--- config.mk ---
export PLATFORM = sky130hd
export DESIGN_NAME = stall_thread_select
export DESIGN_NICKNAME = d
export VERILOG_FILES = /design/src/rtl/tsel_pkg.sv /design/src/rtl/tsel_ready_set.sv /design/src/rtl/tsel_age_order.sv /design/src/rtl/stall_thread_select.sv
export SDC_FILE = /design/constraint.sdc
export NUM_CORES = 1
export LEC_CHECK = 0
export ABC_AREA = 1
export BUFFER_PORTS_ARGS = -buffer_cell sky130_fd_sc_hd__buf_2
export CAP_MARGIN = 20
export CORE_UTILIZATION = 54
export CTS_CLUSTER_SIZE = 14
export DETAILED_ROUTE_END_ITERATION = 8
export GPL_ROUTABILITY_DRIVEN = 0
export PLACE_DENSITY = 0.81
export SYNTH_ARGS = -nofsm -noshare
export SYNTH_HDL_FRONTEND = slang
export SYNTH_SLANG_ARGS = --single-unit
--- constraint.sdc ---
create_clock -name clk_i -period 2.7 [get_ports clk_i]
set_input_delay 0.135 -clock clk_i [delete_from_list [all_inputs] [get_ports clk_i]]
set_output_delay 0.135 -clock clk_i [all_outputs]
set_load 0.005 [all_outputs]
--- src/rtl/tsel_pkg.sv ---
package tsel_pkg;
  // per-thread event pair {stall, resume}
  typedef enum logic [1:0] {
    EV_NONE   = 2'b00,
    EV_RESUME = 2'b01,
    EV_STALL  = 2'b10,
    EV_BOTH   = 2'b11
  } thr_event_e;
endpackage

--- src/rtl/tsel_ready_set.sv ---
module tsel_ready_set
  import tsel_pkg::*;
#(
  parameter int unsigned N_THREADS = 4
) (
  input  logic                 clk_i,
  input  logic                 rst_ni,
  input  logic [N_THREADS-1:0] stall_i,
  input  logic [N_THREADS-1:0] resume_i,
  output logic [N_THREADS-1:0] ready_o
);

  for (genvar t = 0; t < N_THREADS; t++) begin : g_thr
    thr_event_e ev;
    logic       rdy_q;

    assign ev = thr_event_e'({stall_i[t], resume_i[t]});

    // stall wins over a simultaneous resume
    always_ff @(posedge clk_i or negedge rst_ni) begin
      if (!rst_ni) begin
        rdy_q <= 1'b1;
      end else begin
        case (ev)
          EV_STALL, EV_BOTH: rdy_q <= 1'b0;
          EV_RESUME:         rdy_q <= 1'b1;
          default:           rdy_q <= rdy_q;
        endcase
      end
    end

    assign ready_o[t] = rdy_q;

    a_r4_stall_drops: assert property (@(posedge clk_i) disable iff (!rst_ni)
      stall_i[t] |=> !ready_o[t]);

    a_r6_resume_returns: assert property (@(posedge clk_i) disable iff (!rst_ni)
      (resume_i[t] && !stall_i[t]) |=> ready_o[t]);

    a_r8_quiet_holds: assert property (@(posedge clk_i) disable iff (!rst_ni)
      (!resume_i[t] && !stall_i[t]) |=> $stable(ready_o[t]));
  end

endmodule

--- src/rtl/tsel_age_order.sv ---
module tsel_age_order #(
  parameter int unsigned N_THREADS = 4,
  parameter int unsigned IDW       = 2
) (
  input  logic                 clk_i,
  input  logic                 rst_ni,
  input  logic [N_THREADS-1:0] ready_i,
  input  logic                 issue_i,
  output logic                 pick_valid_o,
  output logic [IDW-1:0]       pick_id_o
);

  // slot 0 = least recently issued
  logic [N_THREADS-1:0][IDW-1:0] order_q, order_d;
  logic [IDW-1:0]                pick_pos;

  always_comb begin
    pick_valid_o = 1'b0;
    pick_pos     = '0;
    for (int i = N_THREADS - 1; i >= 0; i--) begin
      if (ready_i[order_q[i]]) begin
        pick_valid_o = 1'b1;
        pick_pos     = IDW'(i);
      end
    end
  end

  assign pick_id_o = order_q[pick_pos];

  // issued entry moves to the tail, younger entries shift up
  always_comb begin
    order_d = order_q;
    if (issue_i) begin
      for (int i = 0; i < N_THREADS - 1; i++) begin
        if (i >= int'(pick_pos)) order_d[i] = order_q[i+1];
      end
      order_d[N_THREADS-1] = order_q[pick_pos];
    end
  end

  always_ff @(posedge clk_i or negedge rst_ni) begin
    if (!rst_ni) begin
      for (int i = 0; i < N_THREADS; i++) order_q[i] <= IDW'(i);
    end else begin
      order_q <= order_d;
    end
  end

  logic [N_THREADS-1:0] present;
  always_comb begin
    present = '0;
    for (int i = 0; i < N_THREADS; i++) present[order_q[i]] = 1'b1;
  end

  a_r3_order_perm: assert property (@(posedge clk_i) disable iff (!rst_ni)
    $countones(present) == N_THREADS);

  a_r3_issued_moves_last: assert property (@(posedge clk_i) disable iff (!rst_ni)
    issue_i |=> order_q[N_THREADS-1] == $past(pick_id_o));

  a_r3_order_hold: assert property (@(posedge clk_i) disable iff (!rst_ni)
    !issue_i |=> $stable(order_q));

endmodule

--- src/rtl/stall_thread_select.sv ---
module stall_thread_select #(
  parameter int unsigned N_THREADS = 4,
  localparam int unsigned IDW = (N_THREADS > 1) ? $clog2(N_THREADS) : 1
) (
  input  logic                 clk_i,
  input  logic                 rst_ni,
  input  logic [N_THREADS-1:0] stall_i,
  input  logic [N_THREADS-1:0] resume_i,
  output logic                 sel_valid_o,
  output logic [IDW-1:0]       sel_id_o
);

  logic [N_THREADS-1:0] ready_q;
  logic                 pick_valid;
  logic [IDW-1:0]       pick_id;
  logic                 cancel;

  tsel_ready_set #(
    .N_THREADS(N_THREADS)
  ) u_ready (
    .clk_i   (clk_i),
    .rst_ni  (rst_ni),
    .stall_i (stall_i),
    .resume_i(resume_i),
    .ready_o (ready_q)
  );

  tsel_age_order #(
    .N_THREADS(N_THREADS),
    .IDW      (IDW)
  ) u_age (
    .clk_i       (clk_i),
    .rst_ni      (rst_ni),
    .ready_i     (ready_q),
    .issue_i     (sel_valid_o),
    .pick_valid_o(pick_valid),
    .pick_id_o   (pick_id)
  );

  // same-cycle stall of the picked thread voids the slot
  assign cancel      = pick_valid && stall_i[pick_id];
  assign sel_valid_o = pick_valid && !cancel;
  assign sel_id_o    = pick_id;

  a_r4_grant_from_ready: assert property (@(posedge clk_i) disable iff (!rst_ni)
    sel_valid_o |-> ready_q[sel_id_o]);

  a_r5_stalled_not_granted: assert property (@(posedge clk_i) disable iff (!rst_ni)
    sel_valid_o |-> !stall_i[sel_id_o]);

  a_r7_idle_when_none: assert property (@(posedge clk_i) disable iff (!rst_ni)
    (ready_q == '0) |-> !sel_valid_o);

  a_r10_no_repeat: assert property (@(posedge clk_i) disable iff (!rst_ni)
    sel_valid_o |=> (!(sel_valid_o && sel_id_o == $past(sel_id_o)) ||
                     $countones(ready_q) == 1));

endmodule

# == Yosys cells after proc, flatten, opt, wreduce, memory -nomap -nowiden ==
# Cells that the tools add are included.
# word_totals
output_inout_bits,3
elab_cells,67
regBits,12
latchBits,0
mem_bits_ro,0
inputBits,10
mem_count,0
ramBits,0
# op_classes
n_reduce_logical,14
bitwise_logic,0
n_div,0
multipliers,0
n_addsub,0
n_lt_le_gt_ge,9
muxes,24
n_eq_ne,12
shift,0
# ops
op,n
"less-than comparator 2 x 3 -> 1 bit, second input constant",6
"== test 2 bit, second input constant",8
binary-select mux 1 bit (select 2 bit),5
2-to-1 mux 2 bit,5
2-to-1 mux 1 bit,9
"== test 2 x 1 -> 1 bit, second input constant",4
case mux 1 bit (2 select lines),4
nonzero test 2 bit,4
OR reduction 2 bit,4
AND reduction 2 bit,3
binary-select mux 2 bit (select 2 bit),1
">= comparator 1 x 2 -> 1 bit, first input constant",2
">= comparator 2 bit, first input constant",1
logical AND 1 bit,2
logical NOT 1 bit,1

# == Longest topological paths before layout ==
# Gate-level depths: netlist (run 1).
# depth
word_depth,14
mapped_depth,19
depth_no_buf,18

# == Hierarchy ==
# Synthesis (run 1) repeated with hierarchy kept, for this count alone.
# hier_totals
cells_unflattened,117
area_unflattened_um2,799.5
# by_module_without_submodules
module,area_each_um2,seq_area_each_um2,n_inst,cells_each
tsel_age_order,590.6,205.2,1,90
tsel_ready_set,165.2,105.1,1,16
stall_thread_select,43.8,0.0,1,11

# == Least setup slack after synthesis (run 1) ==
# Ideal clock, no wire load.
# synth_timing
path_type,reg2reg
start,register u_age.order_q[2] (netlist bit)
end,register u_age.order_q[1] (netlist bit)
slack_ps,843
path_buffers,1
stages_incl_launch_ff,19
arrival_time_ps,1740
synth_period_minus_slack_ps,1857
cell_sequence,dfstp_2 -> inv_1 -> nand2_1 -> nand3_1 -> nand2_1 -> nand2_1 -> clkinv_2 -> nand2_4 -> nand2_2 -> inv_2 -> nand2_1 -> inv_1 -> nor2_1 -> nand2_1 -> nor2_2 -> nor2_2 -> buf_6 -> nand3_1 -> nand2_1
# synth_via
elab_chain_cells,12
word_cells_on_any_way,15
classes_between,order compare: 1; mux: 10; reduce/logical: 4
# synth_lines
element,line_no,rtl
"start, declared",tsel_age_order.sv:14,"logic [N_THREADS-1:0][IDW-1:0] order_q, order_d;"
"start signal, assigned",tsel_age_order.sv:45,order_q <= order_d;
binary-select mux 1 bit (select 2 bit),tsel_age_order.sv:21,if (ready_i[order_q[i]]) begin
2-to-1 mux 1 bit (implied by the code),tsel_age_order.sv:21,
2-to-1 mux 2 bit (2 in a row),tsel_age_order.sv:21,
binary-select mux 2 bit (select 2 bit),tsel_age_order.sv:28,assign pick_id_o = order_q[pick_pos];
2-to-1 mux 2 bit (implied by the code),tsel_age_order.sv:28,
binary-select mux 1 bit (select 2 bit),stall_thread_select.sv:41,assign cancel = pick_valid && stall_i[pick_id];
2-to-1 mux 1 bit (implied by the code),stall_thread_select.sv:41,
logical AND 1 bit,stall_thread_select.sv:41,
logical NOT 1 bit,stall_thread_select.sv:42,assign sel_valid_o = pick_valid && !cancel;
logical AND 1 bit (*),stall_thread_select.sv:42,
named net sel_valid_o,stall_thread_select.sv:9,"output logic sel_valid_o,"
AND reduction 2 bit (no source line) (*),-,
# Mark *: on every way through the listed nets, which the timed path passes. The rest lies on a longest branch. The select of a mux whose other input is x is not followed.
# A chain may end at the register's enable or synchronous reset.

# == Worst setup path after layout (run 1) ==
# layout_timing
start,register u_age.order_q[2] (netlist bit)
end,output sel_valid_o
# layout_via
elab_chain_cells,11
word_cells_on_any_way,13
classes_between,mux: 10; reduce/logical: 3
# layout_lines
element,line_no
binary-select mux 1 bit (select 2 bit),tsel_age_order.sv:21
2-to-1 mux 1 bit (implied by the code),tsel_age_order.sv:21
2-to-1 mux 2 bit (2 in a row),tsel_age_order.sv:21
binary-select mux 2 bit (select 2 bit),tsel_age_order.sv:28
2-to-1 mux 2 bit (implied by the code),tsel_age_order.sv:28
binary-select mux 1 bit (select 2 bit),stall_thread_select.sv:41
2-to-1 mux 1 bit (implied by the code),stall_thread_select.sv:41
logical AND 1 bit,stall_thread_select.sv:41
logical NOT 1 bit,stall_thread_select.sv:42
logical AND 1 bit (*),stall_thread_select.sv:42
"end, declared",stall_thread_select.sv:9
# Mark *: on every way between the ends. The rest lies on a longest branch, timed or not. The select of a mux whose other input is x is not followed.

==> summary by stage, run 1 <==
Critical path
The worst setup path is of the flop to output pin kind. The critical path launch point type is a flop. The maximum fanout count along the critical path is 11. The worst setup path is captured at an output pin. The required time at the endpoint of the critical path is 2.57 ns.

At the worst endpoint, the arrival time is 2.29 ns.

STA
The achievable frequency is roughly 0.41 GHz. The final sum of negative setup slack is 0 ns. The count of endpoints failing setup in the final report is 0. The headroom to the max-slew limit is 82.5%.

The final worst clock skew is 0.00148 ns. For the finished layout, the period the worst path requires is 2.42 ns. The share of the clock period used by the worst path is 89.8%. The worst-case hold slack is 0.0624 ns. The final number of hold-violating endpoints came to 0. At the pin with the least slew margin, the transition time is 0.262 ns. The number of slew-limit violations in the final report is 0.

Setup repair after global routing left no endpoint under its margin.

CTS
Counting the buffers created by CTS gives 3. The cell at the root of the clock tree is sky130_fd_sc_hd__clkbuf_4. TritonCTS built the clock tree. The H-tree depth is 1. The maximum clock path buffer count is 2.

The total clock sinks is 12. After clock tree synthesis, the clock-pin slew on the worst setup and hold paths is 0.08 ns. The number of setup buffers added after CTS is 0. The later pin in the worst-skew pair is clocked with a latency of about 0.28 ns.

Pwr
The power per standard cell area is ~1300 nW/um2. Summed over all cells, the static leakage comes to 0.561 nW. The worst-case IR drop observed on VDD is 0.712 mV.

Global routing
The number of global-route vias before repair is roughly 820. Entering global routing, the biggest net connects 13 pins. After global routing the overflow that remains totals 0. The global-route wire length before repair is 3420 um. Across every metal layer, demand over resource in global routing totals 26.1%. The initial antenna violation count is 0.

Flow run
The number of violations of the max-capacitance limit is 0.

Placement
The placed instances occupy a cell area of 926 um2. Detailed placement finished with a half-perimeter wire length of 1530 um. The number of buffers inserted by port buffering is 12.

Detailed routing
The violation count after the first detailed-route iteration is 31. Before antenna repair, the detailed router went through 5 iterations. The wire length reported by the detailed router is 2010 um. The detail route stage leaves a number of antenna-violating nets equal to 0.

The final route contains a little under 900 vias. The remaining routing DRC violations is 0. The average routed wire per standard cell is 12.2 um. In the routed layout, each cell is associated on average with a via count of between 5 and 6.

Cells and area
The library cell used most frequently in the layout, excluding fill and tap cells, is sky130_fd_sc_hd__nand2_1. The library cells used most frequently in the layout, excluding fill and tap cells, are sky130_fd_sc_hd__nand2_1 (46), sky130_fd_sc_hd__nand3_1 (20), sky130_fd_sc_hd__inv_1 (13), sky130_fd_sc_hd__buf_2 (12), sky130_fd_sc_hd__nor2_1 (9). 0 antenna diodes ended up in the layout.

Cells with a size suffix above 1 make up between 30% and 40% of the layout. The final design instance area without fill is 1020 um2. The area growth from synthesis to layout is 18.7%. For this run, the post-layout net count is 160.

Synth
Synthesis produced 129 cells. The number of distinct library cell variants in the gate-level netlist after synthesis is 17. The sequential area share after synthesis is between 30 and 40%.

Synthesis inferred 12 register bits. The net count after synthesis is 139. During synthesis, Yosys emitted a total of 0 warnings.

The mapped cell area is 857 um2. A synthesized cell averages 6.64 um2.

Floorplanning
In this run the count of I/O pins placed on the die edge is 13. The die covers 1750 um2. Once the floorplan was initialized, standard cells occupied 57.6% of the core. The area of the placeable core is approximately 1500 um2. The placement row count is 14.

The width of the die is 41.8 um. The overall die height is ~42 um.

Status
The flow ran to the end, and the final reports show no timing, DRC or antenna violations.

Hold path
The class of the tightest hold or removal check is input port to flop.
## cell usage after synthesis, drive strengths merged
cell / number / area share [%]
nand3: 23 / 15
a21oi: 1 / 0.58
nand2: 56 / 29
dfstp: 8 / 25
dfrtp: 4 / 12
inv: 18 / 7.9
o21ai: 2 / 1.2
nand4: 3 / 2.2
buf: 1 / 1.3
clkinv: 1 / 0.58
nor2: 11 / 5.4
nand3b: 1 / 0.88
## kinds of logic (layout without fill, tap and decap cells)
kind of cell | Yosys count | in the layout | synth area share, %
AND/OR/NAND/NOR | 94 | 94 | 52.3
buffers and inverters | 20 | 40 | 9.78
AO/OA/AOI/OAI | 3 | 3 | 1.75
flip-flops | 12 | 12 | 36.2
## through the flow
| stage | setup WS (ns) | utilization (%) | cells | power (mW) |
|---|---|---|---|---|
| floorplan | 0.843 | - | 129 | 1.00 |
| global placement | 0.515 | 62.2 | 156 | 1.12 |
| detailed placement | 0.481 | 62.2 | 156 | 1.15 |
| CTS | 0.176 | 68.0 | 165 | 1.30 |
| global route | 0.0828 | 68.3 | 165 | 1.46 |
| finish | 0.276 | 68.3 | 165 | 1.33 |
## sequential cells by signal (all words and copies together), names as in the netlist
register / count
u_age.order_q: 8
u_ready.g_thr.rdy_q: 4
## routing by layer
layer / GRT usage [%] / up-vias / wire [um]
met5: 0 / - / 0
met4: 11.6 / 0 / 38
met3: 5.22 / 5 / 91
met2: 43.8 / 35 / 1000
met1: 32.3 / 396 / 881
li1: - / 442 / -
## worst max-delay path, cell delays in order (launching register included)
cell and delay (ns):
sky130_fd_sc_hd__dfstp_2 0.59, sky130_fd_sc_hd__inv_1 0.07, sky130_fd_sc_hd__nand2_1 0.06, sky130_fd_sc_hd__nand3_1 0.06
sky130_fd_sc_hd__nand2_1 0.11, sky130_fd_sc_hd__nand2_1 0.07, sky130_fd_sc_hd__clkinv_2 0.07, sky130_fd_sc_hd__nand2_4 0.07
sky130_fd_sc_hd__inv_2 0.08, sky130_fd_sc_hd__nand3_2 0.13, sky130_fd_sc_hd__nand2_4 0.12, sky130_fd_sc_hd__nand2_2 0.05
sky130_fd_sc_hd__nand3_2 0.09, sky130_fd_sc_hd__nand2_2 0.07, sky130_fd_sc_hd__nor2_4 0.21, sky130_fd_sc_hd__buf_2 0.16
## power by group
group | switching (mW) | internal (mW)
Combinational | 0.562 | 0.289
Clock | 0.0635 | 0.0822
Sequential | 0.0763 | 0.256
Total | 0.702 | 0.627
## final timing paths
path | startpoint | endpoint | slack [ns] | depth (start not counted)
max | u_age.order_q[2]$_DFFE_PN1P_ | sel_valid_o | 0.28 | 15
min | resume_i[2] | u_ready.g_thr[2].rdy_q$_DFFE_PN1P_ | 0.06 | 3
max reg2reg | u_age.order_q[2]$_DFFE_PN1P_ | u_age.order_q[1]$_DFFE_PN0P_ | 0.56 | 16
min reg2reg | u_age.order_q[5]$_DFFE_PN1P_ | u_age.order_q[5]$_DFFE_PN1P_ | 0.50 | 2
max in group asynchronous | rst_ni | u_ready.g_thr[1].rdy_q$_DFFE_PN1P_ | 2.18 | 2
min in group asynchronous | rst_ni | u_age.order_q[0]$_DFFE_PN0P_ | 0.25 | 2
## timing repair
action                                  4_1_cts  5_1_grt
hold buffers                                  5        0
resized for setup                             0        1
endpoints found under the setup margin        0        1
hold endpoints to repair                     16        0
## cell type report
| class | count | area [um2] |
|---|---|---|
| Clock buffer | 4 | 36.3 |
| Timing Repair Buffer | 17 | 110 |
| Sequential cell | 12 | 310 |
| Multi-Input combinational cell | 97 | 468 |
| Fill cell | 126 | 472 |
| Tap cell | 16 | 20.0 |
| Inverter | 19 | 72.6 |
Power figures use the tool's default switching activity.
==> run 2, diff against run 1 <==
CORE_UTILIZATION = 57   (was 54)
CTS_BUF_LIST = sky130_fd_sc_hd__clkbuf_4 sky130_fd_sc_hd__clkbuf_8   (was unset)
PLACE_DENSITY = 0.85   (was 0.81)
==> run 2 against run 1 <==
Net effect: register-to-register slack better by 0.02 ns; via count is 3.2% higher; first-iteration DRC count is 35% higher; global-route usage is 3.8 points higher; final cell count is 0.61% lower; fmax is 0.11% higher; total power is 1.1% higher; non-clock buffer count stayed put; worst hold slack better by 0.0029 ns; critical path depth stayed put; worst setup slack better by 0.0026 ns; clock skew is 0.0055 ns higher; critical path type unchanged.
==> summary by stage, run 2 (synthesis results as in run 1) <==
CTS
The maximum clock path buffer count is 2 (unchanged). The clock-pin transition on the worst setup and hold timing paths came to 0.08 ns (about the same). The total clock sinks is 12 (unchanged). The insertion delay to the later sink of the worst-skew pair was 0.28 ns (about the same). The number of post-CTS setup repair buffers is 0 (unchanged). TritonCTS built the clock tree. The H-tree depth is 1 (unchanged). The clock buffer count from CTS is 3 (unchanged). The cell at the root of the clock tree is sky130_fd_sc_hd__clkbuf_4.

Detailed routing
The via density per instance is 5.52 (+3.8%). The wire length reported by the detailed router is 2100 um (+4.1%). The detailed-routing iteration count for the pre-antenna-repair pass is 4 (-1). The total number of vias was 906 (+3.2%).

The final antenna-violating net count was 0 (unchanged). The average routed wire per standard cell is 12.8 um (+4.8%). The violation count after the first detailed-route iteration is 42 (+35%). The remaining routing DRC violations came to 0 (unchanged).

STA
The headroom to the max-slew limit is 82.2% (-0.28 points). The final number of hold-violating endpoints was 0 (unchanged). The share of the clock period used by the worst path came to 89.7% (-0.096 points).

The achievable frequency is 0.413 GHz (+0.11%). The count of endpoints failing setup in the final report is 0 (unchanged). The worst setup slack after layout is 0.278 ns (+0.00258 ns). The final sum of negative setup slack is 0 ns (unchanged). Setup repair after global routing left no endpoint under its margin. The number of slew-limit violations in the final report is 0 (unchanged). The shortest clock period the worst path allows after layout was 2.42 ns (-0.00258 ns). The final worst clock skew is 0.00697 ns (+0.00549 ns). The transition time of the tightest slew-check pin is 0.266 ns (+0.00413 ns).

Pwr
The standby leakage power was 0.561 nW (unchanged). The largest vdd supply drop was 0.772 mV (+8.5%). The power per standard cell area is 1320 nW/um2 (+1.2%).

Critical path
The worst register-to-register path begins at u_ready.g_thr[2].rdy_q$_DFFE_PN1P_. The critical path starts at u_ready.g_thr[2].rdy_q$_DFFE_PN1P_. The cell type group with the largest total delay on the critical path is simple AND/OR/NAND/NOR gates. The number of buffer and inverter instances along the worst setup path is 4 (unchanged). The critical path goes through inv_1 -> nand2_1 -> nand3_1 -> nand2_1 -> inv_1 -> nand2_1 -> nand2_4 -> nand2_2 -> inv_2 -> nand2_1 -> nand3_2 -> nand3_2 -> nand2_2 -> nor2_4 -> buf_2. The peak per-stage delay on the critical path came to 0.59 ns (about the same). The element type at the critical path end is an output pin. The maximum fanout count along the critical path was 11 (unchanged). The required time at the endpoint of the critical path is 2.57 ns (about the same). The critical path is of the flop to output pin type. The worst setup path is launched from a flop. The data arrival time of the worst path is 2.29 ns (about the same). The critical path's most frequent cell is sky130_fd_sc_hd__nand2_1. The slowest stage of the critical path belongs to the cell sky130_fd_sc_hd__dfstp_2.

Global routing
The initial antenna violation count is 0 (unchanged). The largest net degree at the start of global routing is 13 (unchanged). The number of global-route vias before repair was 758 (-7.2%). The global-route wire length before repair is 3160 um (-7.5%).

The global router's overall resource usage came to 29.9% (+3.8 points). The overflow left after global routing is 0 (unchanged).

Floorplanning
The die outline area is 1660 um2 (-5.0%). The number of top-level pins is 13 (unchanged). The overall die height is 40.8 um (-2.5%).

The width of the die is 40.8 um (-2.5%). The placement row count was 13 (-1). The area of the placeable core is 1350 um2 (-9.3%). The initial cell density of the core was 63.5% (+5.9 points).

Hold path
The class of the tightest hold or removal check is input port to flop. The worst hold path begins at resume_i[2].

Cells and area
The most common cell after layout, fill and taps aside is sky130_fd_sc_hd__nand2_1. The register containing the most flip-flops in the final layout is u_age.order_q. The number of flip-flops under the largest register name was 8 (unchanged). The fraction of final layout cells sized beyond drive strength 1 came to 30.2% (unchanged). The number of antenna cells inserted is 0 (unchanged). The total number of nets in the final design was 160 (unchanged). The area growth from synthesis to layout is 18.5%. The library cells used most frequently in the layout, excluding fill and tap cells, are sky130_fd_sc_hd__nand2_1 (46), sky130_fd_sc_hd__nand3_1 (20), sky130_fd_sc_hd__inv_1 (13), sky130_fd_sc_hd__buf_2 (12), sky130_fd_sc_hd__nor2_1 (9). The post-route core utilization is 75.3% (+6.9 points). The largest registers in the layout are u_age.order_q x8, u_ready.g_thr.rdy_q x4.

Status
The flow ran to the end, and the final reports show no timing, DRC or antenna violations.

Placement
The post-DP HPWL is 1510 um (-1.1%). The minimum setup slack after placement is 0.491 ns (+0.0105 ns). The number of buffers inserted by port buffering was 12 (unchanged).

Flow run
The number of violations of the max-capacitance limit is 0 (unchanged).
-- run 2: worst paths after layout --
kind / endpoint / slack (ns) / cells past startpoint
max: sel_valid_o / 0.28 / 15
min: u_ready.g_thr[2].rdy_q$_DFFE_PN1P_ / 0.07 / 3
max reg2reg: u_age.order_q[2]$_DFFE_PN1P_ / 0.58 / 16
min reg2reg: u_age.order_q[5]$_DFFE_PN1P_ / 0.50 / 2
max in group asynchronous: u_ready.g_thr[1].rdy_q$_DFFE_PN1P_ / 2.15 / 2
min in group asynchronous: u_age.order_q[3]$_DFFE_PN0P_ / 0.27 / 2
-- run 2: what timing repair did --
action | in CTS | in global routing
gates resized for setup | 0 | 1
hold buffers | 5 | 0
endpoints found under the setup margin | 0 | 1
hold endpoints to repair | 16 | 0
-- run 2: per-layer routing --
metal	up-vias	track usage, %	wire length (um)	part of all wire, %
li1	445	-	-	-
met1	391	39.6	896	43
met2	62	45.2	906	43
met3	8	5.43	237	11
met4	0	17.5	57	2.7
met5	-	0	0	0
-- run 2: layout make-up --
cell class                 instances  area, um2
multi-input combinational         97        468
clock buffer                       4       36.3
timing repair buffer              17        110
tap                               15       18.8
fill                             100        334
sequential                        12        310
inverter                          19       72.6
-- run 2: tightest hold or removal path, delay by kind of cell --
family | cells | cell delay (ns)
AND/OR/NAND/NOR | 2 | 0.11
buffers and inverters | 1 | 0.09
-- run 2: power breakdown --
| part | total [mW] | switching, mW | internal, mW | leakage (nW) |
|---|---|---|---|---|
| registers | 0.329 | 0.0725 | 0.256 | 0.137 |
| clock network | 0.141 | 0.0591 | 0.0820 | 0.0210 |
| logic | 0.874 | 0.585 | 0.289 | 0.402 |
| total | 1.34 | 0.716 | 0.627 | 0.561 |
-- run 2: stage by stage --
step | instance area (um2) | power (mW) | hold WS, ns | cells
after global routing | 1020 | 1.47 | 0.0736 | 164
after global placement | 925 | 1.13 | 0.0170 | 155
final | 1020 | 1.34 | 0.0653 | 164
after floorplan | 857 | 1.00 | -0.161 | 129
after detailed placement | 925 | 1.15 | 0.0200 | 155
after CTS | 1010 | 1.30 | 0.0672 | 164
